`src/rtl/tsc_pkg.sv`:
```
package tsc_pkg;
  parameter int TSC_CNT_W  = 40;
  parameter int TSC_DATA_W = 32;
  parameter int TSC_ADDR_W = 8;

  // strobes from control to datapath
  typedef struct packed {
    logic countStep;
    logic captureHi;
    logic releaseHi;
  } tscStrobes_t;

  typedef enum logic [1:0] {
    SEL_NONE = 2'd0,
    SEL_LO   = 2'd1,
    SEL_HI   = 2'd2
  } tscRdSel_t;
endpackage

```
`src/rtl/tsc_ctrl.sv`:
```
module tsc_ctrl
  import tsc_pkg::*;
#(
  parameter int ADDR_W = TSC_ADDR_W,
  parameter logic [ADDR_W-1:0] LO_ADDR = 'h60,
  parameter logic [ADDR_W-1:0] HI_ADDR = 'h64
) (
  input  logic              clk,
  input  logic              rstN,
  input  logic              tickEn,
  input  logic [ADDR_W-1:0] regAddr,
  input  logic              regRd,
  input  logic              regWe,
  input  logic              wrRunBit,
  output tscStrobes_t       strobes,
  output tscRdSel_t         rdSel,
  output logic              enState
);
  logic hitLo;
  logic hitHi;

  assign hitLo = (regAddr == LO_ADDR);
  assign hitHi = (regAddr == HI_ADDR);

  // run control: only a write to the high word touches it
  always_ff @(posedge clk or negedge rstN) begin
    if (!rstN) begin
      enState <= 1'b0;
    end else if (regWe && hitHi) begin
      enState <= wrRunBit;
    end
  end

  always_comb begin
    strobes.countStep = enState & tickEn;
    strobes.captureHi = regRd & hitLo;
    strobes.releaseHi = regRd & hitHi;
  end

  always_comb begin
    if (hitLo)      rdSel = SEL_LO;
    else if (hitHi) rdSel = SEL_HI;
    else            rdSel = SEL_NONE;
  end
endmodule

```
`src/rtl/tsc_datapath.sv`:
```
module tsc_datapath
  import tsc_pkg::*;
#(
  parameter int CNT_W  = TSC_CNT_W,
  parameter int DATA_W = TSC_DATA_W,
  parameter int EN_BIT = 8,
  parameter logic [CNT_W-1:0] INIT_COUNT = '0
) (
  input  logic              clk,
  input  logic              rstN,
  input  tscStrobes_t       strobes,
  input  tscRdSel_t         rdSel,
  input  logic              enState,
  output logic [CNT_W-1:0]  cntVal,
  output logic [DATA_W-1:0] rdData
);
  localparam int HI_W = CNT_W - DATA_W;

  logic [HI_W-1:0]   shadowHi;
  logic              shadowValid;
  logic [HI_W-1:0]   hiField;
  logic [DATA_W-1:0] hiWord;

  always_ff @(posedge clk or negedge rstN) begin
    if (!rstN) begin
      cntVal <= INIT_COUNT;
    end else if (strobes.countStep) begin
      cntVal <= cntVal + 1'b1;
    end
  end

  always_ff @(posedge clk or negedge rstN) begin
    if (!rstN) begin
      shadowHi    <= '0;
      shadowValid <= 1'b0;
    end else if (strobes.captureHi) begin
      shadowHi    <= cntVal[CNT_W-1:DATA_W];
      shadowValid <= 1'b1;
    end else if (strobes.releaseHi) begin
      shadowValid <= 1'b0;
    end
  end

  assign hiField = shadowValid ? shadowHi : cntVal[CNT_W-1:DATA_W];

  // high word: top byte at the bottom, run control at EN_BIT
  generate
    for (genvar b = 0; b < DATA_W; b++) begin : g_hiWord
      if (b < HI_W) begin : g_byte
        assign hiWord[b] = hiField[b];
      end else if (b == EN_BIT) begin : g_run
        assign hiWord[b] = enState;
      end else begin : g_zero
        assign hiWord[b] = 1'b0;
      end
    end
  endgenerate

  always_comb begin
    case (rdSel)
      SEL_LO:  rdData = cntVal[DATA_W-1:0];
      SEL_HI:  rdData = hiWord;
      default: rdData = '0;
    endcase
  end
endmodule

```
`src/rtl/timestamp_counter.sv`:
```
module timestamp_counter
  import tsc_pkg::*;
#(
  parameter int CNT_W  = TSC_CNT_W,
  parameter int DATA_W = TSC_DATA_W,
  parameter int ADDR_W = TSC_ADDR_W,
  parameter int EN_BIT = 8,
  parameter logic [ADDR_W-1:0] LO_ADDR = 'h60,
  parameter logic [ADDR_W-1:0] HI_ADDR = 'h64,
  parameter logic [CNT_W-1:0]  INIT_COUNT = '0
) (
  input  logic              clk,
  input  logic              rstN,
  input  logic              tickEn,
  input  logic [ADDR_W-1:0] regAddr,
  input  logic              regRd,
  input  logic              regWe,
  input  logic [DATA_W-1:0] regWrData,
  output logic [DATA_W-1:0] regRdData
);
  tscStrobes_t      strobes;
  tscRdSel_t        rdSel;
  logic             enState;
  logic [CNT_W-1:0] cntVal;
  logic             unusedWrBits;

  // only the run bit of the write data matters
  assign unusedWrBits = ^regWrData;

  tsc_ctrl #(
    .ADDR_W (ADDR_W),
    .LO_ADDR(LO_ADDR),
    .HI_ADDR(HI_ADDR)
  ) uCtrl (
    .clk     (clk),
    .rstN    (rstN),
    .tickEn  (tickEn),
    .regAddr (regAddr),
    .regRd   (regRd),
    .regWe   (regWe),
    .wrRunBit(regWrData[EN_BIT]),
    .strobes (strobes),
    .rdSel   (rdSel),
    .enState (enState)
  );

  tsc_datapath #(
    .CNT_W     (CNT_W),
    .DATA_W    (DATA_W),
    .EN_BIT    (EN_BIT),
    .INIT_COUNT(INIT_COUNT)
  ) uData (
    .clk    (clk),
    .rstN   (rstN),
    .strobes(strobes),
    .rdSel  (rdSel),
    .enState(enState),
    .cntVal (cntVal),
    .rdData (regRdData)
  );
endmodule

```
`config.mk`:
```
export PLATFORM = sky130hd
export DESIGN_NAME = timestamp_counter
export DESIGN_NICKNAME = d
export VERILOG_FILES = /design/src/rtl/tsc_pkg.sv /design/src/rtl/tsc_ctrl.sv /design/src/rtl/tsc_datapath.sv /design/src/rtl/timestamp_counter.sv
export SDC_FILE = /design/constraint.sdc
export NUM_CORES = 1
export LEC_CHECK = 0
export ABC_AREA = 0
export ABC_CLOCK_PERIOD_IN_PS = 6650
export CORE_MARGIN = 1
export CORE_UTILIZATION = 45
export CTS_CLUSTER_SIZE = 28
export DETAILED_ROUTE_END_ITERATION = 8
export HOLD_SLACK_MARGIN = 0.1
export PLACE_DENSITY = 0.84
export SLEW_MARGIN = 20
export SYNTH_ARGS = -nofsm -noshare
export SYNTH_HDL_FRONTEND = slang
export SYNTH_SLANG_ARGS = --single-unit
```
`constraint.sdc`:
```
create_clock -name clk -period 6.65 [get_ports clk]
set_input_delay 1.995 -clock clk [delete_from_list [all_inputs] [get_ports clk]]
set_output_delay 1.995 -clock clk [all_outputs]
set_load 0.1 [all_outputs]
```
==> results.yml <==
route:
  drc: 0
  drtIter0Drc: 132
  via_count: 2154
  drt-pass1-iter-count: 4
  routed_wl_um: 6250
  wl_per_cell_um: 16.6
  routed_via_density: 5.71
  antenna_left: 0
synth:
  yosysWarnings: 0
  async_flop_share_pct: 100
  ys_ff_latch: 50
  syn_inst: 259
  syn_avg_cell_area_um2: 10.3
  synth_edf_count: 0
  ys_types: 32
  ys_seq_area_share_pct: 46.8
  netlist_area_um2: 2680
  synth_nets: 305
  synthFlopType: "dfrtp_1"
sta:
  period_minus_slack_ps: 5970
  fin_crit_sh_pct: 89.8
  fmax_mhz: 167
  fin_hold_ws_ps: 509
  fin_skew_ps: 11.3
  relSlewSlack_pct: 30.7
  drv_slew: 0
  finalSetupTns_ps: 0
  worst_pin_slew_ps: 1030
  finalSetupViolCount: 0
  finalHoldViolCount: 0
  rsz0062_at_grt: "no"
run_status:
  status: "finished clean"
place:
  place_hpwl_um: 4450
  gp_congestion: 0.850
  dpl.cell_count: 369
  dpl_cell_area_um2: 3500
  io_buffers: 45
floorplan:
  core_area_um2: 5610
  io_pins: 77
  initial_core_util_pct: 47.7
  die_h_um: 79.1
  die_w_um: 79.1
  dieArea_um2: 6260
  num_rows: 27
clock_tree:
  path_clk_slew_ps: 90
  cts_tree: "built"
  cts_hold_buf: 0
  cts_buffers: 5
  cts.path.max_buffers: 2
  h-tree-depth: 2
  cts-root-buf: "clkbuf_8"
  clock_latency_ps: 310
  ctsResizeCount: 0
  postCtsSetupBuffers: 0
  clock_sinks: 50
critical_path:
  path_class: "in2out"
  crit_fanout: 10
  critPathRequiredTime_ps: 4660
  r2r_start: "uData.cntVal[6]$_DFFE_PN0P_"
  end_kind: "output port"
  r2r-end: "uData.cntVal[39]$_DFFE_PN0P_"
  ff2ff_path_depth: 4
  r2r_slack_ps: 4350
  cp_data_arrival_time_ps: 3980
  start_kind: "input port"
power:
  p_leak_uw: 0.00157
  vdd_drop_max_v: 0.000106
  p_per_area_nw_per_um2: 148
grt:
  grt_antenna_before_repair: 0
  grt_pass1_vias: 2197
  grt_max_degree: 51
  grt_pass1_wl_um: 10700
  track_usage_pct: 22.2
  overflow: 0
cells_and_area:
  final_nets: 350
  finalNonFillerCells: 377
  area_growth_pct: 34.4
  antennaDiodeCount: 0
  drive_above_1_share_pct: 20.7
  fillCellCount: 438
  stdcell_area_um2: 3600
  final_util_pct: 64.1
flow_run:
  cap_violations: 0
min_path:
  hp-start: "uData.cntVal[39]$_DFFE_PN0P_"
  min_to: "uData.cntVal[39]$_DFFE_PN0P_"
  holdPathStages: 1
  hold_path.class: "reg2reg"
-- worst max-delay path, stage by stage --
cell and delay, ps:
clkdlybuf4s50_1 400, nor4b_1 470, nand3_1 380, o21ai_0 500, buf_12 240
-- cell families (layout without fill, tap and decap cells) --
family | after synthesis | after routing | synth area share (%)
compound gates | 10 | 10 | 1.87
xor+xnor | 39 | 39 | 12.8
fa+ha+maj | 1 | 1 | 0.468
buf+inv | 16 | 62 | 2.57
flops | 50 | 50 | 46.8
mux | 18 | 18 | 7.20
simple gates | 125 | 125 | 28.3
-- cell usage in the layout (no fill, tap or decap), drive strengths merged, types with 2 or more instances in the layout --
master	count
or4	6
buf	34
mux2	10
inv	9
o21ai	10
clkdlybuf4s50	12
and3	3
clkbuf	5
mux2i	8
and4	2
dfrtp	50
xor2	18
nor3	9
nor2	12
nor4	10
nand4	21
nand2	20
and2	23
nand3	16
xnor2	21
-- cells in the mapped netlist, drive strengths merged, types with 2 or more instances --
| library cell | n | area share (%) |
|---|---|---|
| and3 | 3 | 0.70 |
| o21ai | 10 | 1.9 |
| nand4 | 21 | 5.7 |
| and4 | 2 | 0.65 |
| nor3 | 9 | 1.7 |
| or4 | 6 | 2.2 |
| nor2 | 12 | 1.7 |
| dfrtp | 50 | 47 |
| buf | 3 | 0.75 |
| nand3 | 16 | 3.0 |
| xor2 | 18 | 5.9 |
| mux2i | 8 | 3.0 |
| mux2 | 10 | 4.2 |
| and2 | 23 | 5.4 |
| inv | 8 | 1.1 |
| nand2 | 20 | 2.8 |
| clkbuf | 5 | 0.70 |
| xnor2 | 21 | 6.9 |
| nor4 | 10 | 3.6 |
-- power breakdown --
part / switching [µW] / internal, µW / leakage, µW
Sequential: 11.2 / 310 / 0.000680
Clock: 104 / 76.0 / 0.0000447
Combinational: 13.4 / 16.0 / 0.000842
Total: 129 / 402 / 0.00157
-- layout make-up --
type                       instances  area (µm²)  share of cell area (%)
clock buffer                       5        68.8                    1.91
timing repair buffer              46         776                    21.6
tap                               72        90.1                    2.51
multi-input combinational        193        1360                    37.7
sequential                        50        1250                    34.8
inverter                           8        30.0                   0.835
clock inverter                     3        25.0                   0.696
-- worst max-delay path by stage --
stage | from | endpoint | slack [ps] | cells past startpoint
detailed placement | regAddr[1] | regRdData[7] | 670 | 5
finish | regAddr[1] | regRdData[3] | 680 | 5
CTS | regAddr[1] | regRdData[7] | 680 | 5
global route | regAddr[1] | regRdData[3] | 500 | 5
global placement | regAddr[1] | regRdData[1] | 750 | 5
floorplan | regAddr[1] | regRdData[0] | -170 | 3
-- per-layer routing --
layer	share of wire [%]	up-vias	global-route usage, %
met4	1.2	0	5.82
li1	-	1006	-
met5	0	-	0
met1	43	1058	30.7
met2	49	82	35.6
met3	6.4	8	4.48
-- sequential cells by signal, indices dropped and copies added, names as in the netlist --
name,count
uCtrl.enState,1
uData.cntVal,40
uData.shadowHi,8
uData.shadowValid,1
-- stage by stage --
stage / setup slack, ps / total power [µW]
final: 675 / 531
after global routing: 495 / 555
after CTS: 676 / 537
after detailed placement: 667 / 355
after global placement: 752 / 353
after floorplan: -171 / 336
Power figures use the tool's default switching activity.
